**config.mk**
```make
export PLATFORM = sky130hd
export DESIGN_NAME = scl_stall_timer
export DESIGN_NICKNAME = d
export VERILOG_FILES = /design/src/rtl/stt_pkg.sv /design/src/rtl/stt_regs.sv /design/src/rtl/stt_prescaler.sv /design/src/rtl/stt_counter.sv /design/src/rtl/stt_flag.sv /design/src/rtl/scl_stall_timer.sv
export SDC_FILE = /design/constraint.sdc
export NUM_CORES = 1
export LEC_CHECK = 0
export BUFFER_PORTS_ARGS = -buffer_cell sky130_fd_sc_hd__buf_2
export CELL_PAD_IN_SITES_DETAIL_PLACEMENT = 0
export CELL_PAD_IN_SITES_GLOBAL_PLACEMENT = 2
export CORE_MARGIN = 1
export CORE_UTILIZATION = 37
export CTS_CLUSTER_DIAMETER = 200
export DETAILED_ROUTE_END_ITERATION = 7
export GPL_ROUTABILITY_DRIVEN = 0
export GPL_TIMING_DRIVEN = 0
export PLACE_DENSITY_LB_ADDON = 0.1
export SETUP_SLACK_MARGIN = 0.15
export SLEW_MARGIN = 20
export SYNTH_ARGS = -nofsm -noshare
export SYNTH_HDL_FRONTEND = slang
export SYNTH_SLANG_ARGS = --single-unit
```
**constraint.sdc**
```tcl
create_clock -name clk -period 2.49 [get_ports clk]
set_input_delay 0 -clock clk [delete_from_list [all_inputs] [get_ports clk]]
set_output_delay 0 -clock clk [all_outputs]
set_load 0.01 [all_outputs]
```
**src/rtl/stt_pkg.sv**
```systemverilog
package stt_pkg;
  localparam int DEF_LIMIT_W = 15;
  localparam int DEF_EXP_W   = 4;
  localparam int DEF_MAX_EXP = 14;
endpackage

```
**src/rtl/stt_regs.sv**
```systemverilog
module stt_regs #(
  parameter int LIMIT_W = 15,
  parameter int EXP_W   = 4,
  parameter int MAX_EXP = 14
) (
  input  logic               clk,
  input  logic               rst_n,
  input  logic               ctl_wr,
  input  logic [LIMIT_W:0]   ctl_wdata,
  input  logic               div_wr,
  input  logic [EXP_W-1:0]   div_wdata,
  input  logic               restart,
  output logic               en,
  output logic [LIMIT_W-1:0] limit,
  output logic [EXP_W-1:0]   exp_act
);
  localparam logic [EXP_W-1:0] EXP_CAP = EXP_W'(MAX_EXP);

  logic               en_q, en_d;
  logic [LIMIT_W-1:0] lim_q, lim_d;
  logic [EXP_W-1:0]   exp_q, exp_d;
  logic [EXP_W-1:0]   act_q, act_d;

  always_comb begin
    en_d  = en_q;
    lim_d = lim_q;
    if (ctl_wr) begin
      en_d  = ctl_wdata[LIMIT_W];
      lim_d = ctl_wdata[LIMIT_W-1:0];
    end
    exp_d = exp_q;
    if (div_wr) exp_d = (div_wdata > EXP_CAP) ? EXP_CAP : div_wdata;
    act_d = restart ? exp_q : act_q;
  end

  always_ff @(posedge clk or negedge rst_n) begin
    if (!rst_n) begin
      en_q  <= 1'b0;
      lim_q <= '0;
      exp_q <= '0;
      act_q <= '0;
    end else begin
      en_q  <= en_d;
      lim_q <= lim_d;
      exp_q <= exp_d;
      act_q <= act_d;
    end
  end

  assign en      = en_q;
  assign limit   = lim_q;
  assign exp_act = act_q;
endmodule

```
**src/rtl/stt_prescaler.sv**
```systemverilog
module stt_prescaler #(
  parameter int PRE_W = 14,
  parameter int EXP_W = 4
) (
  input  logic             clk,
  input  logic             rst_n,
  input  logic             en,
  input  logic [EXP_W-1:0] exp_act,
  output logic             tick
);
  generate
    if (PRE_W == 0) begin : g_nodiv
      assign tick = en;
    end else begin : g_div
      logic [PRE_W-1:0] pcnt_q, pcnt_d;
      logic [PRE_W-1:0] mask;

      always_comb begin
        mask   = ~({PRE_W{1'b1}} << exp_act);
        pcnt_d = en ? pcnt_q + PRE_W'(1) : '0;
      end

      always_ff @(posedge clk or negedge rst_n) begin
        if (!rst_n) pcnt_q <= '0;
        else        pcnt_q <= pcnt_d;
      end

      assign tick = en && ((pcnt_q & mask) == mask);
    end
  endgenerate
endmodule

```
**src/rtl/stt_counter.sv**
```systemverilog
module stt_counter #(
  parameter int LIMIT_W = 15
) (
  input  logic               clk,
  input  logic               rst_n,
  input  logic               restart,
  input  logic               tick,
  input  logic [LIMIT_W-1:0] limit,
  output logic               fire
);
  logic [LIMIT_W-1:0] cnt_q, cnt_d;
  logic [LIMIT_W:0]   inc;
  logic               done;

  always_comb begin
    inc  = {1'b0, cnt_q} + (LIMIT_W+1)'(1);
    done = (cnt_q >= limit);
    fire = tick && !restart && !done && (inc == {1'b0, limit});
    if (restart)            cnt_d = '0;
    else if (tick && !done) cnt_d = inc[LIMIT_W-1:0];
    else                    cnt_d = cnt_q;
  end

  always_ff @(posedge clk or negedge rst_n) begin
    if (!rst_n) cnt_q <= '0;
    else        cnt_q <= cnt_d;
  end
endmodule

```
**src/rtl/stt_flag.sv**
```systemverilog
module stt_flag (
  input  logic clk,
  input  logic rst_n,
  input  logic fire,
  input  logic clr_hit,
  input  logic xfer_start,
  output logic flag
);
  logic flag_q, flag_d;

  always_comb flag_d = fire | (flag_q & ~clr_hit & ~xfer_start);

  always_ff @(posedge clk or negedge rst_n) begin
    if (!rst_n) flag_q <= 1'b0;
    else        flag_q <= flag_d;
  end

  assign flag = flag_q;
endmodule

```
**src/rtl/scl_stall_timer.sv**
```systemverilog
module scl_stall_timer
  import stt_pkg::*;
#(
  parameter int LIMIT_W = DEF_LIMIT_W,
  parameter int EXP_W   = DEF_EXP_W,
  parameter int MAX_EXP = DEF_MAX_EXP
) (
  input  logic               clk,
  input  logic               rst_n,
  input  logic               ctl_wr,
  input  logic [LIMIT_W:0]   ctl_wdata,
  input  logic               div_wr,
  input  logic [EXP_W-1:0]   div_wdata,
  input  logic               clr_wr,
  input  logic               clr_wdata,
  input  logic               xfer_start,
  input  logic               xfer_active,
  input  logic               scl_in,
  output logic               timeout_flag
);
  logic               en;
  logic [LIMIT_W-1:0] limit;
  logic [EXP_W-1:0]   exp_act;
  logic               restart;
  logic               tick;
  logic               fire;

  assign restart = !en || scl_in || !xfer_active;

  stt_regs #(.LIMIT_W(LIMIT_W), .EXP_W(EXP_W), .MAX_EXP(MAX_EXP)) u_regs (
    .clk(clk), .rst_n(rst_n), .ctl_wr(ctl_wr), .ctl_wdata(ctl_wdata),
    .div_wr(div_wr), .div_wdata(div_wdata), .restart(restart),
    .en(en), .limit(limit), .exp_act(exp_act)
  );

  stt_prescaler #(.PRE_W(MAX_EXP), .EXP_W(EXP_W)) u_pre (
    .clk(clk), .rst_n(rst_n), .en(en), .exp_act(exp_act), .tick(tick)
  );

  stt_counter #(.LIMIT_W(LIMIT_W)) u_cnt (
    .clk(clk), .rst_n(rst_n), .restart(restart), .tick(tick),
    .limit(limit), .fire(fire)
  );

  stt_flag u_flag (
    .clk(clk), .rst_n(rst_n), .fire(fire), .clr_hit(clr_wr & clr_wdata),
    .xfer_start(xfer_start), .flag(timeout_flag)
  );
endmodule

```
Word-level counts from Yosys, hierarchy flattened. Cells that the tools add are included.

$add $sub $neg: 2. Multiply operators: 0. Divide/modulo/power cells: 0. $lt $le $gt $ge: 2. Equal/unequal tests: 2. Shift-type cells: 1. Multiplexer cells: 4. Bitwise operators: 8. Reduce and logical (&&, ||, !) cells: 12.

Operators with widths (count): 2-to-1 mux 15 bit (2); adder 15 x 1 -> 16 bit (second input constant) (1); == test 16 x 15 -> 1 bit (1); >= comparator 15 bit (1); adder 14 x 1 -> 14 bit (second input constant) (1); AND 14 bit (1); == test 14 bit (1); 2-to-1 mux 14 bit (1); NOT 14 bit (1); << shifter 14 x 4 -> 14 bit (first input constant) (1); logical AND 1 bit (5); greater-than comparator 4 bit (second input constant) (1); logical NOT 1 bit (4); 2-to-1 mux 4 bit (1); AND 1 bit (3); logical OR 1 bit (2); NOT 1 bit (2); nonzero test 2 bit (1); bitwise OR 1 bit (1).

Bits in registers: 54. Latch bits: 0. Bits in writable memories: 0. ROM bits: 0. Memories kept: 0.

Logic depth before layout (Yosys ltp).
Word-level depth: 9. Mapped depth: 11. Gate-level depth less buffers: 9.

Hierarchy. Synthesis repeated with hierarchy kept, for this count alone.

Cells, all modules: 333. Area, all modules: 3399.5 um^2.

Modules (own cells, without submodules): stt_counter (instances 1, cells each 189, area each 1552.7 um^2, seq. area each 375.4 um^2); stt_regs (instances 1, cells each 51, area each 947.2 um^2, seq. area each 600.6 um^2); stt_prescaler (instances 1, cells each 88, area each 849.6 um^2, seq. area each 350.3 um^2); stt_flag (instances 1, cells each 3, area each 36.3 um^2, seq. area each 25.0 um^2); scl_stall_timer (instances 1, cells each 2, area each 13.8 um^2, seq. area each 0.0 um^2).

Worst setup path after synthesis. OpenSTA, ideal clock, no wires.

Path kind: register to register. Start: register u_cnt.cnt_q[14]. End: register u_flag.flag_q (netlist: u_flag.flag). Arrival time: 2.141 ns. Required time: 2.398 ns. Slack: 0.258 ns. Stages on the path, launching flop included: 9. Path buffers: 1. Cell sequence: dfrtp_1 -> ha_1 -> and4_1 -> a2111oi_4 -> o221ai_2 -> nor3_4 -> buf_6 -> nand4b_1 -> o31ai_2.

Cells in the longest elaborated chain, start to end: 5. Elaborated cells between the ends (all ways): 7.

RTL lines: start: declaration (RTL line stt_counter.sv:11) `logic [LIMIT_W-1:0] cnt_q, cnt_d;`; start signal: assignment (RTL line stt_counter.sv:26) `else cnt_q <= cnt_d;`; branches (longest 3 deep; another with adder 15 x 1 -> 16 bit); logical AND 1 bit (*) (RTL line stt_counter.sv:18) `fire = tick && !restart && !done && (inc == {1'b0, limit});`; bitwise OR 1 bit (*) (RTL line stt_flag.sv:11) `always_comb flag_d = fire | (flag_q & ~clr_hit & ~xfer_start);`; via u_flag.flag_d (RTL line stt_flag.sv:9) `logic flag_q, flag_d;`; end signal: assignment (RTL line stt_flag.sv:15) `else flag_q <= flag_d;`; end: declaration (RTL line stt_flag.sv:9).

Mark *: on every way through the listed nets, which the timed path passes. A chain may end at the register's enable or synchronous reset.

Final worst setup path.
Start: register u_cnt.cnt_q[12]. End: register u_cnt.cnt_q[8].

Cells in the longest elaborated chain, start to end: 4.

RTL lines: >= comparator 15 bit (RTL line stt_counter.sv:17) `done = (cnt_q >= limit);`; logical NOT 1 bit (RTL line stt_counter.sv:20) `else if (tick && !done) cnt_d = inc[LIMIT_W-1:0];`; logical AND 1 bit (RTL line stt_counter.sv:20); nonzero test 2 bit (no line).

Every way passes these cells.

==> reports/qor_table.md <==
| Stage | Metric | Reported |
|---|---|---|
| final layout | Area Overhead vs Synth | 29.94% |
| final layout | Fraction of final layout cells with drive strength greater than 1 | 20.94% |
| placed design | Count of input and output buffers | 28 |
| cts | Insertion delay of the later-clocked pin in the worst-skew pair | 0.31 ns |
| synthesis | Nets in the synthesized netlist | 414 |
| die | Core region area | 8721 um^2 |
| final layout | Final core utilization | 49.87% |
| sta | Rel. slew slack | 46.96% |
| worst setup path | Chain of cells forming the critical path | ha_1, a21oi_2, o21ai_2, a2111oi_4, o221ai_4, buf_8, nor4_4, xnor2_1, nor2_1 |
| sta | Slew @ Worst Pin | 0.7927 ns |
| die | Die area | 9430 um^2 |
| sta | Setup TNS | 0 ns |
| final layout | Summed area of non-filler cells in the final layout | 4349 um^2 |
| synthesis | Gate count of the mapped netlist | 368 |
| cts | Clk sink count | 54 |
| placed design | Cell area after placement | 3625 um^2 |
| die | Die Y | 97.11 um |
| power and ir drop | IR Drop Worst-Case VDD | 0.2933 mV |
| sta | Final count of negative-setup-slack endpoints | 0 |
| synthesis | Synth Register Bits | 54 |
| die | Starting density of the core | 38.38% |
| die | Overall die width | 97.11 um |
| sta | Unrepaired setup endpoints after global routing | true |
| cts | Level count of the clock H-tree | 2 |
| synthesis | Per-instance average area after synthesis | 9.095 um^2 |
| route | Residual DRC count | 0 |
| worst setup path | Arrival @ worst endpoint | 2.53 ns |
| cts | CTS root buffer | sky130_fd_sc_hd__clkbuf_8 |
| worst setup path | Crit path largest cell delay | 0.47 ns |
| synthesis | Number of warnings reported in the yosys synthesis log | 0 |
| worst setup path | Critical path start-end classification | reg -> reg |
| final layout | Antenna diodes | 0 |
| worst setup path | CP delay by family, top | compound AO/OA/AOI/OAI gates |
| worst setup path | Crit. End Element | register |
| global routing | Total grt overflow | 0 |
| cts | Clock transition at the registers of the reported paths | 0.11 ns |
| sta | Largest clock skew in the final design | 0.008106 ns |
| placed design | Cell count after placement | 504 |
| synthesis | Number of enable flip-flop cells after synthesis | 0 |
| worst setup path | Crit path max-delay cell type | sky130_fd_sc_hd__dfrtp_2 |
| sta | Final clock period utilization by the worst path | 93.92% |
| global routing | Global-route wire length before repair | 14.52 mm |
| die | Site row count | 34 |
| route | Post-DR wirelength/cell | 15.86 um |
| worst setup path | Data required time at the worst endpoint | 2.68 ns |
| synthesis | Cell variety after synth | 53 |
| route | First DRT Iteration DRCs | 113 |
| sta | Maximum clock rate | 427.6 MHz |
| route | ANT nets after route | 0 |
| hold path | HP Class | in -> reg |
| sta | Max-slew violation count | 0 |
| global routing | Overall Global Routing Usage | 19.47% |
| synthesis | Netlist Area Pre-Place | 3347 um^2 |
| power and ir drop | Leakage power of the design | 1.827 nW |
| global routing | Initial antenna violation count | 0 |
| placed design | Post-placement worst setup slack | -0.3612 ns |
| worst setup path | Maximum fanout along the worst path | 6 |
| global routing | Largest net degree at the start of global routing | 55 |
| route | Vias | 2871 |
| route | Wire length reported by the detailed router | 8.836 mm |
| power and ir drop | Pwr/cell area | 446.7 nW/um^2 |
| sta | Period minus WS final | 2.339 ns |
| flow run | Number of violations of the max-capacitance limit | 0 |
| final layout | Number of cells in the finished layout apart from fillers | 557 |
| global routing | Number of global-route vias before repair | 2853 |
| route | Number of detailed-routing iterations run before antenna repair | 4 |
| cts | TritonCTS clock tree | yes |
| worst setup path | Number of buffer and inverter stages on the critical path | 1 |
| placed design | HPWL reported at the end of detailed placement | 6.076 mm |
| sta | Number of hold-slack violations in the final timing report | 0 |
| die | I/O pins | 30 |
| synthesis | Async S/R FF share, synth | 100.0% |
| outcome | Run status | finished, final reports clean |
| final layout | Net count, final | 494 |
| synthesis | Proportion of synthesized chip area in sequential cells | 40.37% |
| sta | Worst path setup slack after routing | 0.1513 ns |
| worst setup path | Startpoint kind of the worst setup timing path | register |
| cts | Number of buffers created by CTS | 5 |
| cts | Maximum clock insertion buffer count | 2 |
| worst setup path | Register-to-register setup slack | 0.15 ns |
| synthesis | Main flop type after synthesis | sky130_fd_sc_hd__dfrtp_1 |
| route | Average vias per placed instance | 5.154 |
[layout by cell type, fill, tap and decap left out, types with 3 or more instances in the layout]
cell type / Yosys / layout
sky130_fd_sc_hd__xnor2_1: 31 / 30
sky130_fd_sc_hd__mux2_2: 5 / 5
sky130_fd_sc_hd__nor4_2: 0 / 3
sky130_fd_sc_hd__and3_1: 5 / 5
sky130_fd_sc_hd__xor2_1: 6 / 6
sky130_fd_sc_hd__o21ai_1: 3 / 4
sky130_fd_sc_hd__mux2i_1: 5 / 5
sky130_fd_sc_hd__and4_1: 3 / 3
sky130_fd_sc_hd__nor3_1: 5 / 5
sky130_fd_sc_hd__nand3_1: 15 / 15
sky130_fd_sc_hd__dlygate4sd3_1: 0 / 29
sky130_fd_sc_hd__a21oi_1: 15 / 13
sky130_fd_sc_hd__dfrtp_1: 54 / 52
sky130_fd_sc_hd__nor4_4: 0 / 4
sky130_fd_sc_hd__inv_1: 20 / 19
sky130_fd_sc_hd__nor2_1: 19 / 18
sky130_fd_sc_hd__nand4_1: 10 / 10
sky130_fd_sc_hd__ha_1: 17 / 16
sky130_fd_sc_hd__nand2_1: 43 / 43
sky130_fd_sc_hd__a21o_1: 3 / 3
sky130_fd_sc_hd__or3_1: 5 / 5
sky130_fd_sc_hd__clkbuf_8: 0 / 5
sky130_fd_sc_hd__buf_2: 5 / 32
sky130_fd_sc_hd__o21ai_0: 30 / 27
sky130_fd_sc_hd__buf_4: 1 / 14
sky130_fd_sc_hd__nor2b_1: 4 / 4
sky130_fd_sc_hd__clkbuf_1: 8 / 6
sky130_fd_sc_hd__and2_1: 12 / 12
sky130_fd_sc_hd__buf_6: 1 / 5
[sequential cells by signal (all words and copies together), names as in the netlist]
name / cells
u_cnt.cnt_q: 15
u_regs.limit: 15
u_pre.g_div.pcnt_q: 14
u_regs.exp_act: 4
u_regs.exp_q: 4
u_flag.flag: 1
u_regs.en: 1
[cell type report]
| type | count | area (um^2) |
|---|---|---|
| fillers | 845 | 4372 |
| plain buffers | 15 | 82.58 |
| well taps | 108 | 135.1 |
| multi-input cells | 279 | 2017 |
| inverters | 20 | 75.07 |
| flip-flops and latches | 54 | 1354 |
| repair buffers | 73 | 571.8 |
| clock inverters | 3 | 45.04 |
| clock buffers | 5 | 68.82 |
[metal layers]
metal | share of wire [%] | track usage [%]
met2 | 51 | 35.21
met1 | 45 | 24.44
met3 | 2.1 | 2.374
met5 | 0 | 0
met4 | 1.3 | 5.052
[timing repair]
item	4_1_cts	5_1_grt
pin swaps	10	7
buffers inserted	9	6
setup endpoints to repair	16	16
hold buffers	29	0
cloned	0	1
gates resized for setup	28	15
hold endpoints to repair	77	0
[cells in the mapped netlist, types with 2 or more instances]
master	count	area, um^2
sky130_fd_sc_hd__a31oi_1	2	12.51
sky130_fd_sc_hd__a21boi_0	2	15.01
sky130_fd_sc_hd__o21ai_1	3	15.01
sky130_fd_sc_hd__nor3_1	5	25.02
sky130_fd_sc_hd__nor2b_1	4	25.02
sky130_fd_sc_hd__o22ai_1	2	12.51
sky130_fd_sc_hd__nor4_1	9	56.30
sky130_fd_sc_hd__a31o_1	2	17.52
sky130_fd_sc_hd__and2_1	12	75.07
sky130_fd_sc_hd__nand3_2	2	20.02
sky130_fd_sc_hd__and4_1	3	26.28
sky130_fd_sc_hd__nand4_1	10	62.56
sky130_fd_sc_hd__o211ai_1	2	15.01
sky130_fd_sc_hd__nor2_1	19	71.32
sky130_fd_sc_hd__xor2_1	6	52.55
sky130_fd_sc_hd__nand2_1	43	161.4
sky130_fd_sc_hd__clkbuf_1	8	30.03
sky130_fd_sc_hd__nand3_1	15	75.07
sky130_fd_sc_hd__ha_1	17	212.7
sky130_fd_sc_hd__inv_1	20	75.07
sky130_fd_sc_hd__mux2_2	5	56.30
sky130_fd_sc_hd__xnor2_1	31	271.5
sky130_fd_sc_hd__nand2b_1	2	12.51
sky130_fd_sc_hd__and3_1	5	31.28
sky130_fd_sc_hd__a21o_1	3	22.52
sky130_fd_sc_hd__mux2i_1	5	50.05
sky130_fd_sc_hd__buf_2	5	25.02
sky130_fd_sc_hd__o21ai_0	30	150.1
sky130_fd_sc_hd__or3_1	5	31.28
sky130_fd_sc_hd__dfrtp_1	54	1351
sky130_fd_sc_hd__a21oi_1	15	75.07
[worst paths after layout]
| path | start | endpoint | depth (start not counted) |
|---|---|---|---|
| worst min-delay path | xfer_active | u_cnt.cnt_q[12] | 4 |
| max in group asynchronous | rst_n | u_regs.en | 2 |
| worst max register to register | u_cnt.cnt_q[12] | u_cnt.cnt_q[8] | 9 |
| min in group asynchronous | rst_n | u_regs.limit[7] | 2 |
| worst min register to register | u_regs.exp_q[1] | u_regs.exp_act[1] | 2 |
| worst max-delay path | u_cnt.cnt_q[12] | u_cnt.cnt_q[8] | 9 |
[metrics by stage]
step	hold WS, ns	power, mW
after floorplan	-0.2956	1.151
after global placement	0.2055	1.255
after detailed placement	0.1095	1.260
after CTS	0.04684	1.959
after global routing	0.07266	2.049
final	0.06247	1.943
[report_power, final]
group	internal, mW	switching (mW)
clock network	0.300	0.317
logic	0.167	0.188
registers	0.922	0.0494
total	1.39	0.554
[worst min-delay path, stage by stage]
cell and delay, ns:
sky130_fd_sc_hd__buf_2 0.10, sky130_fd_sc_hd__nand2_2 0.09, sky130_fd_sc_hd__or3_1 0.10, sky130_fd_sc_hd__mux2i_1 0.05
[cells by family (layout without fill, tap and decap cells)]
family / after synthesis / in the layout / share of synthesized area [%]
compound gates: 70 / 70 / 13.12
simple gates: 145 / 145 / 22.84
buf+inv: 35 / 116 / 4.449
xor+xnor: 37 / 37 / 9.682
flops: 54 / 54 / 40.37
fa+ha+maj: 17 / 17 / 6.355
mux: 10 / 10 / 3.178
Power figures use the tool's default switching activity.
